$ cat config.mk
export PLATFORM = sky130hd
export DESIGN_NAME = raw_interlock
export DESIGN_NICKNAME = d
export VERILOG_FILES = /design/src/rtl/raw_pkg.sv /design/src/rtl/raw_tag_pipe.sv /design/src/rtl/raw_src_match.sv /design/src/rtl/raw_interlock.sv
export SDC_FILE = /design/constraint.sdc
export NUM_CORES = 1
export LEC_CHECK = 0
export BUFFER_PORTS_ARGS = -buffer_cell sky130_fd_sc_hd__buf_2
export CELL_PAD_IN_SITES_DETAIL_PLACEMENT = 1
export CELL_PAD_IN_SITES_GLOBAL_PLACEMENT = 2
export CORE_MARGIN = 2
export CORE_UTILIZATION = 28
export DETAILED_ROUTE_END_ITERATION = 10
export PLACE_DENSITY = 0.94
export SLEW_MARGIN = 10
export SYNTH_ARGS = -nofsm -noshare
export SYNTH_HDL_FRONTEND = slang
export SYNTH_SLANG_ARGS = --single-unit
$ cat constraint.sdc
create_clock -name clk -period 2.29 [get_ports clk]
set_input_delay 0.229 -clock clk [delete_from_list [all_inputs] [get_ports clk]]
set_output_delay 0.229 -clock clk [all_outputs]
set_load 0.05 [all_outputs]
$ cat src/rtl/raw_pkg.sv
// Shared constants and helpers for the read-after-write interlock.
// Assumes stage index 0 is execute and the last index is write-back.
package raw_pkg;

    // Tracked stages behind decode: execute, memory, write-back.
    localparam int unsigned TRACK_DEPTH_DEF = 3;
    localparam int unsigned REG_AW_DEF      = 5;

    // True when a producer sitting in stage idx can still block a reader.
    function automatic bit stage_blocks(input int idx, input int depth, input bit wb_split);
        if (idx < depth - 1) return 1'b1;
        return !wb_split;
    endfunction

endpackage

$ cat src/rtl/raw_tag_pipe.sv
// Destination-tag shadow of the stages behind decode.
// Assumes the core advances every cycle; a stall only replaces the
// decode-to-execute transfer with an empty slot.
module raw_tag_pipe #(
    parameter int unsigned AW    = 5,
    parameter int unsigned DEPTH = 3
) (
    input  logic                clk,
    input  logic                rst_n,
    input  logic                in_valid,
    input  logic                in_we,
    input  logic [AW-1:0]       in_rd,
    input  logic                bubble,
    output logic [DEPTH-1:0]    stg_valid,
    output logic [DEPTH-1:0]    stg_we,
    output logic [DEPTH*AW-1:0] stg_rd
);

    logic [DEPTH-1:0]    v_q;
    logic [DEPTH-1:0]    we_q;
    logic [DEPTH*AW-1:0] rd_q;

    // Execute-stage tag: load the decode tag, or an empty slot on a bubble.
    always_ff @(posedge clk) begin
        if (!rst_n || bubble || !in_valid) begin
            v_q[0]       <= 1'b0;
            we_q[0]      <= 1'b0;
            rd_q[AW-1:0] <= '0;
        end else begin
            v_q[0]       <= 1'b1;
            we_q[0]      <= in_we;
            rd_q[AW-1:0] <= in_rd;
        end
    end

    for (genvar i = 1; i < DEPTH; i++) begin : g_stage
        // Later stages: shift the older tag forward one stage.
        always_ff @(posedge clk) begin
            if (!rst_n) begin
                v_q[i]            <= 1'b0;
                we_q[i]           <= 1'b0;
                rd_q[i*AW +: AW]  <= '0;
            end else begin
                v_q[i]            <= v_q[i-1];
                we_q[i]           <= we_q[i-1];
                rd_q[i*AW +: AW]  <= rd_q[(i-1)*AW +: AW];
            end
        end
    end

    assign stg_valid = v_q;
    assign stg_we    = we_q;
    assign stg_rd    = rd_q;

endmodule

$ cat src/rtl/raw_src_match.sv
// Compares one decode source against every tracked producer tag.
// Assumes register 0 is constant zero. When WB_SPLIT is set, the
// write-back stage is skipped (write in the first half, read in the second).
module raw_src_match
    import raw_pkg::*;
#(
    parameter int unsigned AW       = 5,
    parameter int unsigned DEPTH    = 3,
    parameter bit          WB_SPLIT = 1'b1
) (
    input  logic [AW-1:0]       src,
    input  logic                src_en,
    input  logic [DEPTH-1:0]    stg_valid,
    input  logic [DEPTH-1:0]    stg_we,
    input  logic [DEPTH*AW-1:0] stg_rd,
    output logic                hit
);

    logic [DEPTH-1:0] stage_hit;
    logic             src_live;

    for (genvar i = 0; i < DEPTH; i++) begin : g_cmp
        if (stage_blocks(i, DEPTH, WB_SPLIT)) begin : g_live
            assign stage_hit[i] = stg_valid[i] && stg_we[i] && (stg_rd[i*AW +: AW] == src);
        end else begin : g_skip
            assign stage_hit[i] = 1'b0;
        end
    end

    // A source only counts when it is read and is not the zero register.
    always_comb src_live = src_en && (src != '0);

    assign hit = src_live && (|stage_hit);

endmodule

$ cat src/rtl/raw_interlock.sv
// Read-after-write interlock for a five-stage in-order pipeline without bypass.
// Assumes fixed read (decode) and write (write-back) stages, so only
// read-after-write is checked. The stall holds PC and fetch/decode; the bubble
// empties the decode/execute slot.
module raw_interlock
    import raw_pkg::*;
#(
    parameter int unsigned REG_AW      = REG_AW_DEF,
    parameter int unsigned NUM_SRC     = 2,
    parameter int unsigned TRACK_DEPTH = TRACK_DEPTH_DEF,
    parameter bit          WB_SPLIT    = 1'b1
) (
    input  logic                      clk,
    input  logic                      rst_n,
    input  logic                      dec_valid,
    input  logic [NUM_SRC*REG_AW-1:0] dec_src,
    input  logic [NUM_SRC-1:0]        dec_src_en,
    input  logic [REG_AW-1:0]         dec_rd,
    input  logic                      dec_rd_we,
    output logic                      stall_front,
    output logic                      bubble_idex,
    output logic                      idex_valid,
    output logic                      idex_we,
    output logic [REG_AW-1:0]         idex_rd
);

    localparam int unsigned TAG_RD_W = TRACK_DEPTH * REG_AW;

    logic [TRACK_DEPTH-1:0] stg_valid;
    logic [TRACK_DEPTH-1:0] stg_we;
    logic [TAG_RD_W-1:0]    stg_rd;
    logic [NUM_SRC-1:0]     src_hit;
    logic                   hold;

    for (genvar k = 0; k < NUM_SRC; k++) begin : g_src
        raw_src_match #(
            .AW       (REG_AW),
            .DEPTH    (TRACK_DEPTH),
            .WB_SPLIT (WB_SPLIT)
        ) u_match (
            .src       (dec_src[k*REG_AW +: REG_AW]),
            .src_en    (dec_src_en[k]),
            .stg_valid (stg_valid),
            .stg_we    (stg_we),
            .stg_rd    (stg_rd),
            .hit       (src_hit[k])
        );
    end

    // Stall only for an occupied decode slot with at least one hit.
    always_comb hold = dec_valid && (|src_hit);

    raw_tag_pipe #(
        .AW    (REG_AW),
        .DEPTH (TRACK_DEPTH)
    ) u_tags (
        .clk       (clk),
        .rst_n     (rst_n),
        .in_valid  (dec_valid),
        .in_we     (dec_rd_we),
        .in_rd     (dec_rd),
        .bubble    (hold),
        .stg_valid (stg_valid),
        .stg_we    (stg_we),
        .stg_rd    (stg_rd)
    );

    assign stall_front = hold;
    assign bubble_idex = hold;
    assign idex_valid  = stg_valid[0];
    assign idex_we     = stg_we[0];
    assign idex_rd     = stg_rd[REG_AW-1:0];

endmodule

==> metrics.txt <==
outcome=finished clean; clock buffer count from CTS=3; number of endpoints with negative hold slack in the final report=0; sink count of the clock tree=14; post-synthesis sequential area ratio=between 30 and 40%; global placement routability congestion=around 0.83; total wire length after detailed routing=between 1500 and 2000 um; total die area=a little over 3000 um^2; maximum ir drop on the vdd rail=approximately 0.33 mV; mean instance size in the synthesized netlist=between 9 and 10 um^2; final worst-path cycle share=93.1%; cell area after technology mapping=approximately 730 um^2; share of the synthesized area in the top cell type=between 30 and 40%; capturing element type of the critical path=output pin; overall routing resource usage=between 10% and 20%; half-perimeter wire length of the detailed placement result=roughly 1400 um; overflow left after global routing=0; Leakage Power=0.000467 uW; cell count of the worst hold path=3; Initial Utilization=slightly below 30%; drt via density=around 4.3; First DRT Iteration DRCs=8; via count of the first global-routing pass=586; post-placement cell area=approximately 860 um^2; reg2reg end=u_tags.stg_rd[2]; antenna-violating nets left=0; arrival time of the worst setup path=around 1.9 ns; number of fill cells=~300; number of distinct library cells after synthesis=13; Worst Reg-to-Reg Cells=6; total net switching power=about 140 uW; number of buffers on the longest clock path=2; end point of the worst hold path=u_tags.stg_rd[0]; flops & latches, synth=14; setup TNS after final layout=0 ns; most common cell after layout, fill and taps aside=buf_2; n_diodes=0; Gate power share=16.9%; routed wire length per instance=12.2 um; switching portion of total power=around a quarter; RSZ-0062 raised after global routing=false; number of antenna violations at the first check in global routing=0; fraction of final layout cells with drive strength greater than 1=between 30 and 40%; Layout Skew=approximately 0.00050 ns; Boundary Pins=30; synth top area cells=dfxtp_1 39%, xor2_1 24%, and2_1 7.7%, buf_4 6.2%, nor2_1 5.2%; startpoint of the lowest-slack register-to-register path=u_tags.stg_rd[8]; Horiz. Die Dim=55.0 um; Min-Delay Startpoint=dec_rd[0]; met2 track demand over resource in global routing=19.4%; TritonCTS clock tree=built; wire length of the first global-routing pass=between 2000 and 3000 um; Net Count, Synth=101; GR Layer Usage met1=between 10% and 20%; final period demand of the worst path=2.13 ns; cell accounting for the most synthesized area=dfxtp_1; power per cell area=about 560 nW/um^2; Max Clock Freq=around 0.47 GHz; data required time at the worst endpoint=2.06 ns; count of pins over their slew limit=0; Int Pwr=383 uW; relative slew slack=between 80 and 90%; share of power burned in registers=around 50%; Worst Tran Pin Value=0.282 ns; total iterations of the first detailed-routing run=3; vias after detailed routing=roughly 600; critical setup path kind=reg -> out; Core Box Area=around 2500 um^2; clock transition at the register clock pins on the worst setup and hold paths after CTS=about 0.08 ns; placement row count=18; CTS Root Cell=clkbuf_4; cells after synthesis=80; type of the tightest min-delay check=in -> reg; Final setup violation count=0; post-route standard cell area excluding fillers=between 900 and 1000 um^2; largest net degree at the start of global routing=9; peak-usage layer in the global routing report=met2; number of port buffers=29; clock share of power=about a third; startpoint types=register; CTS H-tree depth=1; CP Max Fanout=4; most used cells in the layout excluding fill and tap cells=27 x buf_2, 20 x xor2_1, 14 x dfxtp_1; clock latency at the later pin of the worst-skew pair=~0.27 ns; Warnings, synthesis=0; M3 GR Usage=3.23%; setup slack on the worst flop-to-flop path=around 0.78 ns; number of max-cap violations=0; Area Growth Syn to Fin=28.1%; Die H=between 50 and 60 um; number of design rule violations left after detail routing=0; number of nets in the final layout=between 100 and 150
==> critical path, cell delays in order (launching register included) <==
cell      delay (ns)
dfxtp_1         0.34
xor2_1          0.17
nor4_2          0.30
a22oi_1         0.17
o22ai_4         0.23
and2_1          0.17
clkbuf_4        0.23
==> worst max path at each step <==
stage | from | end | slack, ns | depth (start not counted)
after global routing | u_tags.stg_rd[4] | stall_front | 0.01 | 6
final | u_tags.stg_rd[8] | stall_front | 0.16 | 6
after CTS | u_tags.stg_rd[8] | stall_front | 0.02 | 6
after detailed placement | dec_src[8] | stall_front | 0.32 | 7
after global placement | dec_src[8] | stall_front | 0.35 | 7
after floorplan | u_tags.stg_valid[0] | stall_front | 0.1 | 6
==> metrics by stage <==
| stage | setup slack [ns] | hold slack [ns] | utilization, % | power [uW] | instances |
|---|---|---|---|---|---|
| 2_1_floorplan | 0.0999 | 0.343 | - | 319 | 80 |
| 3_3_place_gp | 0.352 | 0.447 | 34.7 | 351 | 132 |
| 3_5_place_dp | 0.324 | 0.452 | 34.7 | 353 | 132 |
| 4_1_cts | 0.0178 | 0.154 | 36.2 | 527 | 136 |
| 5_1_grt | 0.0147 | 0.163 | 37.6 | 552 | 139 |
| 6_report | 0.157 | 0.168 | 37.6 | 520 | 139 |
==> cell families (layout without fill, tap and decap cells) <==
family          count (synthesis)  count (layout)  synth area share (%)
compound gates                  5               5                  7.23
buf+inv                         7              36                  6.71
xor+xnor                       20              20                  24.1
flops                          14              14                  38.6
simple gates                   34              34                  23.4
==> power groups by stage <==
| stage | Clock (uW) | Combinational, uW | Sequential, uW |
|---|---|---|---|
| after floorplan | 0 | 49.1 | 270 |
| after global placement | 0 | 85.8 | 265 |
| after detailed placement | 0 | 87.1 | 266 |
| after CTS | 179 | 87.8 | 260 |
| after global routing | 194 | 97.1 | 261 |
| final | 172 | 88.1 | 260 |
==> layer usage <==
layer,vias to the layer above,part of all wire (%)
met3,4,5.6
li1,311,-
met4,0,1.8
met5,-,0
met1,266,45
met2,21,48
==> cells in the mapped netlist (all sizes together) <==
| master | instances |
|---|---|
| a22oi | 2 |
| and2 | 9 |
| buf | 6 |
| clkbuf | 1 |
| dfxtp | 14 |
| nand2 | 8 |
| nor2 | 10 |
| nor2b | 1 |
| nor4 | 4 |
| o21ai | 2 |
| o22ai | 1 |
| or4 | 2 |
| xor2 | 20 |
==> layout make-up <==
class                      count  area (um^2)  area share, %
timing repair buffer          32          173           18.5
clock buffer                   4         36.3           3.90
multi-input combinational     59          404           43.4
sequential                    14          280           30.1
tap                           30         37.5           4.03
==> flip-flops by register name (all words and copies together) (netlist names) <==
| name | cells |
|---|---|
| u_tags.stg_we | 2 |
| u_tags.stg_valid | 2 |
| u_tags.stg_rd | 10 |
==> timing repair <==
action                                 CTS  global route
setup endpoints to repair                0             2
setup buffers                            0             3
hold buffers                             0             0
endpoints found under the hold margin    0             0
gates resized for setup                  0             3
No activity file was read; power rests on OpenSTA's default activity.
